==> config.mk <==
export PLATFORM = sky130hd
export DESIGN_NAME = cmpl_irq_coalescer
export DESIGN_NICKNAME = d
export VERILOG_FILES = /design/src/rtl/icc_pkg.sv /design/src/rtl/icc_delay_timer.sv /design/src/rtl/icc_batch_counter.sv /design/src/rtl/cmpl_irq_coalescer.sv
export SDC_FILE = /design/constraint.sdc
export NUM_CORES = 1
export LEC_CHECK = 0
export BUFFER_PORTS_ARGS = -buffer_cell sky130_fd_sc_hd__buf_2
export CAP_MARGIN = 40
export CORE_AREA = 4 4 56 58
export DETAILED_ROUTE_END_ITERATION = 7
export DIE_AREA = 0 0 60 62
export PLACE_DENSITY_LB_ADDON = 0.2
export SLEW_MARGIN = 0
export SYNTH_ARGS = -nofsm -noshare
export SYNTH_HDL_FRONTEND = slang
export SYNTH_SLANG_ARGS = --single-unit
==> constraint.sdc <==
create_clock -name clk -period 3.6 [get_ports clk]
set_input_delay 0.36 -clock clk [delete_from_list [all_inputs] [get_ports clk]]
set_output_delay 0.36 -clock clk [all_outputs]
set_load 0.02 [all_outputs]
==> src/rtl/icc_pkg.sv <==
package icc_pkg;
    typedef enum logic [0:0] {
        T_IDLE = 1'b0,
        T_RUN  = 1'b1
    } tmr_state_e;
endpackage

==> src/rtl/icc_delay_timer.sv <==
module icc_delay_timer
    import icc_pkg::*;
#(
    parameter int W = 8
) (
    input  logic         clk,
    input  logic         rst_n,
    input  logic         cmpl_i,
    input  logic [W-1:0] delay_i,
    input  logic         tick_i,
    output logic         expire_o,
    output logic         dly_set_o,
    output logic [W-1:0] tmr_o
);
    localparam logic [W-1:0] ONE = W'(1);

    tmr_state_e  state_q, state_d;
    logic [W-1:0] tmr_q;
    logic        load;
    logic        expire;

    assign load   = cmpl_i && (delay_i != '0);
    assign expire = (state_q == T_RUN) && tick_i && (tmr_q == ONE);

    // state register
    always_ff @(posedge clk) begin
        if (!rst_n) state_q <= T_IDLE;
        else        state_q <= state_d;
    end

    // next-state: START, RESTART, EXPIRE, HOLD
    always_comb begin
        state_d = state_q;
        unique case (state_q)
            T_IDLE: if (load) state_d = T_RUN;
            T_RUN: begin
                if (load)        state_d = T_RUN;
                else if (expire) state_d = T_IDLE;
            end
            default: state_d = T_IDLE;
        endcase
    end

    // outputs: count and expiry pulse
    always_ff @(posedge clk) begin
        if (!rst_n) begin
            tmr_q     <= '0;
            dly_set_o <= 1'b0;
        end else begin
            dly_set_o <= expire;
            if (load)                            tmr_q <= delay_i;
            else if (expire)                     tmr_q <= '0;
            else if (state_q == T_RUN && tick_i) tmr_q <= tmr_q - ONE;
        end
    end

    assign tmr_o    = tmr_q;
    assign expire_o = expire;

    AST_TMR_LOAD: assert property (@(posedge clk) disable iff (!rst_n)
        (cmpl_i && delay_i != '0) |=> (tmr_q == $past(delay_i) && state_q == T_RUN));
    AST_TMR_HOLD: assert property (@(posedge clk) disable iff (!rst_n)
        (!tick_i && !(cmpl_i && delay_i != '0)) |=> $stable(tmr_q));
    AST_RUN_NONZERO: assert property (@(posedge clk) disable iff (!rst_n)
        (state_q == T_RUN) |-> (tmr_q != '0));
    AST_EXPIRE_PULSE: assert property (@(posedge clk) disable iff (!rst_n)
        (state_q == T_RUN && tick_i && tmr_q == ONE && !cmpl_i) |=> (dly_set_o && tmr_q == '0 && state_q == T_IDLE));
endmodule

==> src/rtl/icc_batch_counter.sv <==
module icc_batch_counter #(
    parameter int W = 8
) (
    input  logic         clk,
    input  logic         rst_n,
    input  logic         cmpl_i,
    input  logic         reload_i,
    input  logic         expire_i,
    input  logic [W-1:0] thresh_i,
    output logic         ioc_set_o,
    output logic [W-1:0] cnt_o
);
    localparam logic [W-1:0] ONE = W'(1);

    logic [W-1:0] cnt_q;
    logic [W-1:0] base;
    logic         hit;

    // a reload or an expiry discards the partial batch before counting
    assign base = (reload_i || expire_i) ? thresh_i : cnt_q;
    assign hit  = cmpl_i && (base == ONE);

    always_ff @(posedge clk) begin
        if (!rst_n) begin
            cnt_q     <= '0;
            ioc_set_o <= 1'b0;
        end else begin
            ioc_set_o <= hit;
            if (hit)         cnt_q <= thresh_i;
            else if (cmpl_i) cnt_q <= base - ONE;   // 0 wraps to max
            else             cnt_q <= base;
        end
    end

    assign cnt_o = cnt_q;

    AST_IOC_RELOAD: assert property (@(posedge clk) disable iff (!rst_n)
        ioc_set_o |-> (cnt_q == $past(thresh_i)));
    AST_RELOAD_LOAD: assert property (@(posedge clk) disable iff (!rst_n)
        (reload_i && !cmpl_i) |=> (cnt_q == $past(thresh_i)));
    AST_IDLE_HOLD: assert property (@(posedge clk) disable iff (!rst_n)
        (!cmpl_i && !reload_i && !expire_i) |=> ($stable(cnt_q) && !ioc_set_o));
endmodule

==> src/rtl/cmpl_irq_coalescer.sv <==
module cmpl_irq_coalescer #(
    parameter int CNT_W = 8,
    parameter int TMR_W = 8
) (
    input  logic             clk,
    input  logic             rst_n,
    input  logic             cmpl_i,
    input  logic             reload_i,
    input  logic [CNT_W-1:0] thresh_i,
    input  logic [TMR_W-1:0] delay_i,
    input  logic             tick_i,
    output logic             ioc_set_o,
    output logic             dly_set_o,
    output logic [CNT_W-1:0] cnt_o,
    output logic [TMR_W-1:0] tmr_o
);
    logic expire;

    icc_delay_timer #(.W(TMR_W)) u_tmr (
        .clk       (clk),
        .rst_n     (rst_n),
        .cmpl_i    (cmpl_i),
        .delay_i   (delay_i),
        .tick_i    (tick_i),
        .expire_o  (expire),
        .dly_set_o (dly_set_o),
        .tmr_o     (tmr_o)
    );

    icc_batch_counter #(.W(CNT_W)) u_cnt (
        .clk       (clk),
        .rst_n     (rst_n),
        .cmpl_i    (cmpl_i),
        .reload_i  (reload_i),
        .expire_i  (expire),
        .thresh_i  (thresh_i),
        .ioc_set_o (ioc_set_o),
        .cnt_o     (cnt_o)
    );

    AST_DLY_RELOADS_CNT: assert property (@(posedge clk) disable iff (!rst_n)
        (expire && !cmpl_i) |=> (dly_set_o && cnt_o == $past(thresh_i)));
    AST_NO_CMPL_TMR: assert property (@(posedge clk) disable iff (!rst_n)
        (cmpl_i && delay_i == '0 && !tick_i) |=> $stable(tmr_o));
endmodule

==> flow_summary.ini <==
[global_route]
grt_max_degree = 18
use_met3 = 0.0289
grt_pass1_vias = 1406
top_usage_layer = met2
met1_usage = 0.243
grt_overflow = 0
grt_pass1_wl_mm = 6.02
grt_usage = 0.211
grt_util_met2 = 0.370
antenna_found_initial = 0

[placed_design]
io_buffer_count = 38
dp_hpwl_mm = 2.76
place.gp.congestion = 0.921

[sta]
period_share = 0.903
fmax_mhz = 308
fin_setup_tns_ps = 0
finClkSkew_ps = 1.60
period_minus_slack_ps = 3250
hold_viol = 0
tightest_slew_ps = 721
maxSlewHeadroom = 0.513
whs_ps = 304
drv_slew = 0
setup_viol = 0
rsz0062_at_grt = false

[yosys]
synth-seq-cells = 19
syn-cell-area_sq_um = 1270
ys_top_cells_by_area = dfxtp_1 (30%), mux2i_1 (6.3%), a21oi_1 (5.5%)
yosys.area.top_type = dfxtp_1
synth_ff_type = dfxtp_1
synthArstFlopShare = 0
syn_nets = 184
yosysTopAreaCellShare = 0.299
synth_edf_count = 0
syn-mean-instance-area_sq_um = 7.96
synth_cells = 160
ys_warn_count = 0
yosysSeqAreaShare = 0.299
ys_types = 44

[critical_path]
worstSetupStartpoint = u_tmr.tmr_o[1]
max_stage_delay_ps = 500
worstRegToRegCells = 12
path_class = reg -> reg
cp.depth = 12
r2r_start = u_tmr.tmr_o[1]
r2r_slack_ps = 350
crit_path_max_fanout = 11
crit_required_ps = 3820
cp_cell_sequence = inv_1 > ha_1 > and4b_1 > a31oi_2 > buf_4 > mux2i_1 > ha_1 > nand2_1 > nor4_2 > mux2i_1 > or4_1 > a31oi_1
crit_family = simple AND/OR/NAND/NOR gates
cp_slowest_cell = or4_1
timing.rr.end = u_cnt.cnt_o[6]
cp-end-kind = flop
worst_ep_arrival_time_ps = 3470
crit_buf_inv = 2
cp-start-kind = flop
endpoint = u_cnt.cnt_o[6]

[power_and_ir_drop]
switching_share = 0.356
comb_power_share = 0.304
p_int_uw = 336
clkPwrFrac = 0.213
seqPwrFrac = 0.483
p_leak_nw = 0.643
ir_worst_vdd_mv = 0.182
power.switching_uw = 186
power_density_nw_per_um2 = 340

[cts]
cts.sinks = 19
cts_tree = built
cts_buffers = 3
clk_pin_slew_ps = 110
insertion_delay_ps = 290
h-tree-depth = 1
cts-root-buf = clkbuf_4
postCtsSetupBuffers = 0
cts_hold_buf = 0
clk_path_buf_depth = 2

[route]
vias = 1471
via_per_inst = 6.40
drc_errors = 0
postRouteAntennaNets = 0
drtPass1Iterations = 4
drt-total-wl_mm = 3.66
first_iter_violations = 78
post_drt_wl_per_cell_um = 15.9

[die]
dieArea_sq_um = 3720
io_pins = 39
die-height_um = 62
coreArea_sq_um = 2660
rows = 19
die_w_um = 60
start_util = 0.478

[layout]
areaGrowthSynthToFinish_pct = 20.2
fill_cells = 276
drive_above_1_share = 0.261
fin_nets = 224
insertedDiodeCount = 0

[run_status]
status = finished clean

[job]
maxCapViolCount = 0

[worst_hold_path]
hold_class = in -> reg
==> cells by family after synthesis <==
kind of cell	Yosys count	share of synthesized area
flip-flops	19	0.299
multiplexers	9	0.0717
adder cells (fa/ha/maj)	3	0.0295
AND/OR/NAND/NOR	71	0.317
XOR/XNOR	4	0.0275
buffers and inverters	10	0.0324
AO/OA/AOI/OAI	44	0.223
==> cell usage after synthesis (4+ instances only) <==
master,instances
nor2_1,17
or3_1,6
dfxtp_1,19
mux2i_1,8
or4_1,5
a31oi_1,4
a21oi_1,14
nand2_1,12
nor3_1,4
nor4_1,7
inv_1,4
nand3_1,4
o21ai_0,9
==> layout make-up <==
| cell class | instances | area (sq um) | area share |
|---|---|---|---|
| inverters | 4 | 15.0 | 0.00980 |
| well taps | 31 | 38.8 | 0.0253 |
| repair buffers | 41 | 213 | 0.139 |
| clock buffers | 4 | 26.3 | 0.0172 |
| flip-flops and latches | 19 | 380 | 0.248 |
| multi-input cells | 131 | 858 | 0.560 |
==> stage by stage <==
stage / cell area (sq um) / util / power, mW / std cells / setup slack (ps)
finish: 1530 / 0.575 / 0.521 / 230 / 350
global route: 1530 / 0.575 / 0.558 / 230 / 41.5
CTS: 1530 / 0.573 / 0.524 / 230 / 333
detailed placement: 1500 / 0.563 / 0.411 / 226 / 366
global placement: 1500 / 0.563 / 0.406 / 226 / 568
floorplan: 1270 / - / 0.355 / 160 / 386
==> routing by layer <==
layer | vias to the layer above | part of all wire
li1 | 689 | -
met2 | 83 | 0.51
met3 | 14 | 0.078
met1 | 685 | 0.39
met5 | - | 0
met4 | 0 | 0.025
==> worst min-delay path: stages <==
cell	delay [ps]
buf_2	100
nand2_1	50
a21oi_1	50
==> worst min path at each step <==
stage                                 to  cells after the start          start  slack (ps)
after floorplan            u_tmr.state_q                      2  u_tmr.state_q         490
after global placement     u_tmr.state_q                      2  u_tmr.state_q         510
after detailed placement   u_tmr.state_q                      2  u_tmr.state_q         530
after CTS                 u_tmr.tmr_o[3]                      3     delay_i[3]         290
after global routing      u_tmr.tmr_o[3]                      3     delay_i[3]         320
final                     u_tmr.tmr_o[3]                      3     delay_i[3]         300
==> state kept, by name, summed over array words and instances, names as in the netlist <==
| name | cells |
|---|---|
| u_tmr.state_q | 1 |
| u_tmr.tmr_o | 8 |
| u_cnt.cnt_o | 8 |
| u_cnt.ioc_set_o | 1 |
| u_tmr.dly_set_o | 1 |
==> timing repair <==
action,CTS,global route
endpoints found under the hold margin,0,0
setup endpoints to repair,0,1
resized for setup,0,1
==> cells in the final DEF (no fill, tap or decap), types with 2 or more instances in the layout <==
cell type  count
ha_1           3
or3_1          6
buf_2         38
or2_2          2
nor4_1         6
a31oi_1        4
or4_1          5
buf_4          3
nand2_1       12
a211oi_1       3
clkbuf_4       3
xnor2_1        2
nor3_1         4
mux2i_1        8
nor2_1        17
o21ai_0        9
dfxtp_1       19
a21oi_1       14
inv_1          4
nor2b_1        2
nand4b_1       3
nor3b_1        2
a311oi_1       2
nand3_1        4
xor2_1         2
==> power by group through the flow <==
stage	sequential (mW)	clock, mW	combinational (mW)
2_1_floorplan	0.268	0	0.0877
3_3_place_gp	0.253	0	0.152
3_5_place_dp	0.255	0	0.156
4_1_cts	0.251	0.117	0.157
5_1_grt	0.255	0.127	0.175
6_report	0.252	0.111	0.158
(Power assumes the default switching activity.)
